--- src/rtl/refcnt_pkg.sv ---
package refcnt_pkg;

  localparam logic [1:0] PWR_ACTIVE = 2'd0;
  localparam logic [1:0] PWR_NAP    = 2'd1;
  localparam logic [1:0] PWR_DOWN   = 2'd2;

  typedef enum logic [1:0] {
    SR_IDLE = 2'd0,
    SR_WAIT = 2'd1,
    SR_OPEN = 2'd2
  } sr_state_e;

  // Low half of the bank walk; steps skip by two to avoid neighbour banks.
  function automatic logic [3:0] order_low(input logic [3:0] step);
    logic [3:0] b;
    case (step)
      4'd0:  b = 4'd12;
      4'd1:  b = 4'd10;
      4'd2:  b = 4'd5;
      4'd3:  b = 4'd3;
      4'd4:  b = 4'd0;
      4'd5:  b = 4'd14;
      4'd6:  b = 4'd9;
      4'd7:  b = 4'd7;
      4'd8:  b = 4'd4;
      4'd9:  b = 4'd2;
      4'd10: b = 4'd13;
      4'd11: b = 4'd11;
      4'd12: b = 4'd8;
      4'd13: b = 4'd6;
      4'd14: b = 4'd1;
      default: b = 4'd15;
    endcase
    return b;
  endfunction

endpackage

--- src/rtl/refcnt_order.sv ---
module refcnt_order
  import refcnt_pkg::*;
#(
  parameter int BANK_BITS = 5
) (
  input  logic [BANK_BITS-1:0] pos,
  output logic [BANK_BITS-1:0] bank
);

  // Upper pointer bits pass through; lower four index the fixed walk.
  generate
    if (BANK_BITS == 4) begin : g_flat
      assign bank = order_low(pos);
    end else begin : g_split
      assign bank = {pos[BANK_BITS-1:4], order_low(pos[3:0])};
    end
  endgenerate

endmodule

--- src/rtl/refcnt_timebase.sv ---
module refcnt_timebase #(
  parameter int TICK_CYCLES = 1024
) (
  input  logic clk,
  input  logic rst_n,
  input  logic run,
  output logic tick
);

  localparam int CW = (TICK_CYCLES > 2) ? $clog2(TICK_CYCLES) : 1;
  localparam logic [CW-1:0] LAST = CW'(TICK_CYCLES - 1);

  logic [CW-1:0] cnt_q;

  always_ff @(posedge clk or negedge rst_n) begin
    if (!rst_n) begin
      cnt_q <= '0;
    end else if (!run || cnt_q == LAST) begin
      cnt_q <= '0;
    end else begin
      cnt_q <= cnt_q + CW'(1);
    end
  end

  assign tick = run && (cnt_q == LAST);

endmodule

--- src/rtl/refcnt_sr_fsm.sv ---
module refcnt_sr_fsm
  import refcnt_pkg::*;
#(
  parameter int TRAS_CYCLES = 20
) (
  input  logic clk,
  input  logic rst_n,
  input  logic want,
  input  logic tick,
  output logic run,
  output logic fire_act,
  output logic fire_pre
);

  localparam int RW = (TRAS_CYCLES > 1) ? $clog2(TRAS_CYCLES + 1) : 1;
  localparam logic [RW-1:0] RAS_LAST = RW'(TRAS_CYCLES - 1);

  sr_state_e     state_q;
  logic [RW-1:0] ras_q;

  always_comb begin
    run      = (state_q != SR_IDLE);
    fire_act = (state_q == SR_WAIT) && tick && want;
    fire_pre = (state_q == SR_OPEN) && (ras_q == RAS_LAST);
  end

  always_ff @(posedge clk or negedge rst_n) begin
    if (!rst_n) begin
      state_q <= SR_IDLE;
      ras_q   <= '0;
    end else begin
      case (state_q)
        SR_IDLE: if (want) state_q <= SR_WAIT;
        SR_WAIT: begin
          if (tick) begin
            if (want) begin
              state_q <= SR_OPEN;
              ras_q   <= '0;
            end else begin
              state_q <= SR_IDLE;
            end
          end
        end
        SR_OPEN: begin
          if (fire_pre) state_q <= SR_WAIT;
          else          ras_q   <= ras_q + RW'(1);
        end
        default: state_q <= SR_IDLE;
      endcase
    end
  end

endmodule

--- src/rtl/refcnt_top.sv ---
module refcnt_top
  import refcnt_pkg::*;
#(
  parameter int BANK_BITS   = 5,
  parameter int ROW_BITS    = 9,
  parameter int TICK_CYCLES = 1024,
  parameter int TRAS_CYCLES = 20
) (
  input  logic                 clk,
  input  logic                 rst_n,
  input  logic [1:0]           pwr_state,
  input  logic                 nap_sr_en,
  input  logic                 ref_valid,
  output logic                 ref_ready,
  input  logic [BANK_BITS-1:0] ref_bank,
  output logic                 core_act,
  output logic                 core_pre,
  output logic [BANK_BITS-1:0] core_bank,
  output logic [ROW_BITS-1:0]  core_row,
  output logic [ROW_BITS-1:0]  refresh_row
);

  localparam logic [BANK_BITS-1:0] BANK_MAX = '1;
  localparam logic [BANK_BITS-1:0] POS_LAST = '1;

  logic                 sr_want;
  logic                 sr_run;
  logic                 sr_tick;
  logic                 fire_act;
  logic                 fire_pre;
  logic                 ext_hit;
  logic [BANK_BITS-1:0] ptr_q;
  logic [BANK_BITS-1:0] sr_bank;
  logic [ROW_BITS-1:0]  row_q;

  assign sr_want = (pwr_state == PWR_DOWN) ||
                   ((pwr_state == PWR_NAP) && nap_sr_en);

  assign ref_ready = !sr_run && !sr_want;
  assign ext_hit   = ref_valid && ref_ready;

  refcnt_timebase #(.TICK_CYCLES(TICK_CYCLES)) u_tb (
    .clk  (clk),
    .rst_n(rst_n),
    .run  (sr_run),
    .tick (sr_tick)
  );

  refcnt_sr_fsm #(.TRAS_CYCLES(TRAS_CYCLES)) u_fsm (
    .clk     (clk),
    .rst_n   (rst_n),
    .want    (sr_want),
    .tick    (sr_tick),
    .run     (sr_run),
    .fire_act(fire_act),
    .fire_pre(fire_pre)
  );

  refcnt_order #(.BANK_BITS(BANK_BITS)) u_order (
    .pos (ptr_q),
    .bank(sr_bank)
  );

  always_ff @(posedge clk or negedge rst_n) begin
    if (!rst_n) begin
      row_q     <= '0;
      ptr_q     <= '0;
      core_act  <= 1'b0;
      core_pre  <= 1'b0;
      core_bank <= '0;
      core_row  <= '0;
    end else begin
      core_act <= 1'b0;
      core_pre <= 1'b0;
      if (ext_hit) begin
        core_act  <= 1'b1;
        core_bank <= ref_bank;
        core_row  <= row_q;
        if (ref_bank == BANK_MAX) begin
          row_q <= row_q + ROW_BITS'(1);
          ptr_q <= '0;
        end
      end else if (fire_act) begin
        core_act  <= 1'b1;
        core_bank <= sr_bank;
        core_row  <= row_q;
      end else if (fire_pre) begin
        core_pre  <= 1'b1;
        core_bank <= sr_bank;
        core_row  <= row_q;
        ptr_q     <= ptr_q + BANK_BITS'(1);
        if (ptr_q == POS_LAST) row_q <= row_q + ROW_BITS'(1);
      end
    end
  end

  assign refresh_row = row_q;

endmodule

--- config.mk ---
export PLATFORM = sky130hd
export DESIGN_NAME = refcnt_top
export DESIGN_NICKNAME = d
export VERILOG_FILES = /design/src/rtl/refcnt_pkg.sv /design/src/rtl/refcnt_order.sv /design/src/rtl/refcnt_timebase.sv /design/src/rtl/refcnt_sr_fsm.sv /design/src/rtl/refcnt_top.sv
export SDC_FILE = /design/constraint.sdc
export NUM_CORES = 1
export LEC_CHECK = 0
export BUFFER_PORTS_ARGS = -buffer_cell sky130_fd_sc_hd__buf_4
export CAP_MARGIN = 10
export CORE_UTILIZATION = 40
export CTS_CLUSTER_DIAMETER = 200
export CTS_CLUSTER_SIZE = 40
export DETAILED_ROUTE_END_ITERATION = 8
export GPL_TIMING_DRIVEN = 1
export PLACE_DENSITY = 0.67
export SKIP_CTS_REPAIR_TIMING = 1
export SYNTH_ARGS = -nofsm -noshare
export SYNTH_HDL_FRONTEND = slang
export SYNTH_HIERARCHICAL = 1
export SYNTH_SLANG_ARGS = --single-unit
--- constraint.sdc ---
create_clock -name clk -period 2.03 [get_ports clk]
set_input_delay 0.203 -clock clk [delete_from_list [all_inputs] [get_ports clk]]
set_output_delay 0.203 -clock clk [all_outputs]
set_load 0.05 [all_outputs]
==> metrics.md <==
| Metric | Value |
|---|---|
| Outcome | `finished, final reports clean` |
| DPL Wire Length | `2960 µm` |
| Num CTS Buffers | `5` |
| WHS Path Cells | `3` |
| Final-report setup violation count | `0` |
| Setup_tns | `0 ns` |
| Period utilization | `0.936` |
| Fillers | `slightly above 500` |
| Largest net degree at the start of global routing | `48` |
| Die height | `about 80 µm` |
| EDFF count, synth | `0` |
| First drt pass iteration count | `4` |
| Gpl congestion | `around 0.77` |
| Most common cell in the netlist | `dfrtp_1` |
| Hold Crit Class | `in -> reg` |
| Reg clk slew, reported paths | `0.08 ns` |
| Post-Synthesis Cell Area | `2310 µm²` |
| Final global-route overflow total | `0` |
| Worst Reg2Reg Path Length in Cells | `9` |
| First-pass GRT wire length | `7220 µm` |
| Syn Inst Count | `203` |
| Synth area leader | `dfrtp_1` |
| Reg-to-reg endpoint | `refresh_row[6]` |
| Cell area after placement | `2700 µm²` |
| Top Ports | `37` |
| RSZ-0062 raised after global routing | `no` |
| Simple-gate share of the synthesized area | `0.203` |
| CORE AREA | `5540 µm²` |
| Relative slew slack | `0.604` |
| Min-Delay Endpoint | `core_bank[1]` |
| Tot GR Track Use | `0.152` |
| Post-Place Cells | `316` |
| Synth Area in Adders | `0.0271` |
| Post-synthesis sequential area ratio | `0.510` |
| Overall Power | `2.36 mW` |
| Reg2reg setup slack | `0.13 ns` |
| Reg2reg start | `u_fsm/state_q[1]` |
| Die area | `just over 6000 µm²` |
| Final WS setup | `0.130 ns` |
| Final Max Slew Viols | `0` |
| Critical path class | `reg -> reg` |
| Crit path time final | `about 1.9 ns` |
| Syn Area/Cell | `11.4 µm²` |
| Final hold viol count | `0` |
| Clk_lat worst skew | `~0.30 ns` |
| Leakage power | `1.50 nW` |
| Setup Skew | `0.00517 ns` |
| Seq cells post-synth | `47` |
| P&R area growth vs syn | `26.2%` |
| Min-delay src | `ref_bank[1]` |
| Arrival time worst endpoint | `2.08 ns` |
| Dpl ws | `0.0743 ns` |
| Leading post-synthesis cells by cell area | `dfrtp_1, mux2_2, xnor2_1, nand3_1, ha_1` |
| Synth cell types | `49` |
| Largest fanout on the critical path | `4` |
| Die Span X | `slightly below 80 µm` |
| Synth Net Count | `219` |
| Max-cap violations | `0` |
| Starting Density | `0.416` |
| Starting DRT DRC Count | `96` |
| IO Port Bufs | `36` |
| Drt total wl | `4150 µm` |
| Htree depth | `2` |
| Nets | `274` |
| Clock root buffer | `clkbuf_8` |
| Main combinational cell family by area after synthesis | `simple AND/OR/NAND/NOR gates` |
| Synthesized-area fraction occupied by xor and xnor cells | `0.0607` |
| Initial antenna violation count | `0` |
| Clk buf depth | `2` |
| Startpoint Class | `register` |
| CTS tree | `done` |
| Vias in the first global route | `1,590` |
| Avg WL per Cell | `12.5 µm` |
| Post-synth ARST share | `1.00` |
| Worst Path Required | `around 2.2 ns` |
| # DRC | `0` |
| Core Rows | `27` |
| Share of cells above drive strength 1 | `0.359` |
| DR vias | `about 1,700` |
| Final instance area | `approximately 2900 µm²` |
| Routed Antenna Nets | `0` |
| Fmax | `between 500 and 600 MHz` |
| Final cell count without fillers | `~330` |
| Pwr dens | `812 nW/µm²` |
| Mux cell area share after synthesis | `0.0895` |
| Most used DFF post-synth | `dfrtp_1` |
| CP endpoint kind | `register` |
| Post-synth top cells | `dfrtp_1, nand3_1, nand2_1` |
| Area share of the largest cell type after synthesis | `0.510` |
| Synth Area in Compound Gates | `0.0754` |
| Clk sinks | `47` |
| Peak supply drop | `between 0.4 and 0.5 mV` |
| Synth warn | `6` |
| Worst-Margin Slew | `0.594 ns` |
| ANT cells | `0` |
| Drt via density | `5.02` |
kinds of logic after synthesis:
family | Yosys count
xor gates and xnor gates | 16
muxes | 18
AOI/OAI and AO/OA | 26
and+or+nand+nor | 79
DFF | 47
buffers and inverters | 12
adders and majority gates | 5
layout by cell type (no fill, tap or decap), types with 2 or more instances in the layout:
master	n
nand2_1	14
nand3b_1	3
nand2_2	2
o211ai_1	2
a21oi_1	4
and3_1	5
o21ai_1	3
nand4_1	5
o31ai_1	2
nand3_1	16
xnor2_1	12
nand3_2	2
a22o_1	3
or4_1	2
nor2_1	7
nand2b_1	4
mux2_2	10
xor2_1	4
or3_1	3
dfrtp_1	46
mux2i_1	6
nor3b_1	2
inv_2	2
clkbuf_8	6
buf_4	52
inv_1	4
ha_1	4
o21ai_0	5
critical path, stage by stage, from the launching register on:
cell and delay (ns):
dfrtp_1 0.39, or2_4 0.27, nand2_2 0.09, nor4_4 0.06
nand4b_2 0.10, inv_2 0.06, nand3b_1 0.24, mux2i_2 0.32
nand3_1 0.14, xnor2_1 0.14
state kept, by name, summed over array words and instances, names as in the netlist:
| register | count |
|---|---|
| core_act | 1 |
| core_bank | 5 |
| core_pre | 1 |
| core_row | 9 |
| ptr_q | 5 |
| refresh_row | 9 |
| u_fsm/ras_q | 5 |
| u_fsm/state_q | 2 |
| u_tb/cnt_q | 10 |
routing by layer:
metal	track usage	up-vias	share of wire
met5	0	-	0
met4	0.0611	0	0.011
met3	0.0318	6	0.029
met2	0.256	26	0.47
met1	0.189	793	0.49
li1	-	836	-
area by class of cell:
class / count / area (µm²) / share of cell area
Sequential cell: 47 / 1180 / 0.404
Multi-Input combinational cell: 145 / 1100 / 0.379
Timing Repair Buffer: 53 / 400 / 0.137
Tap cell: 72 / 90.1 / 0.0309
Clock buffer: 6 / 82.6 / 0.0284
Clock inverter: 2 / 35.0 / 0.0120
Inverter: 6 / 22.5 / 0.00773
report_power, final:
group          internal, mW  switching (mW)
clock network         0.398           0.301
logic                 0.218           0.327
registers              1.03          0.0870
total                  1.65           0.714
worst max path at each step:
stage                           startpoint        endpoint  cells past startpoint
after floorplan           u_fsm/state_q[1]  refresh_row[1]                      8
after CTS                    u_tb/cnt_q[0]        ptr_q[0]                      9
after detailed placement     u_tb/cnt_q[0]        ptr_q[0]                      9
after global routing      u_fsm/state_q[1]  refresh_row[8]                      9
after global placement    u_fsm/state_q[1]  refresh_row[1]                      8
final                     u_fsm/state_q[1]  refresh_row[6]                      9
metrics by stage:
stage          hold slack [ns]  utilization
6_report                 0.204        0.526
5_1_grt                  0.231        0.526
4_1_cts                -0.0819        0.509
3_5_place_dp             0.250        0.487
3_3_place_gp             0.253        0.487
2_1_floorplan          -0.0926            -
Note: power is estimated with default switching activity, not from simulation.
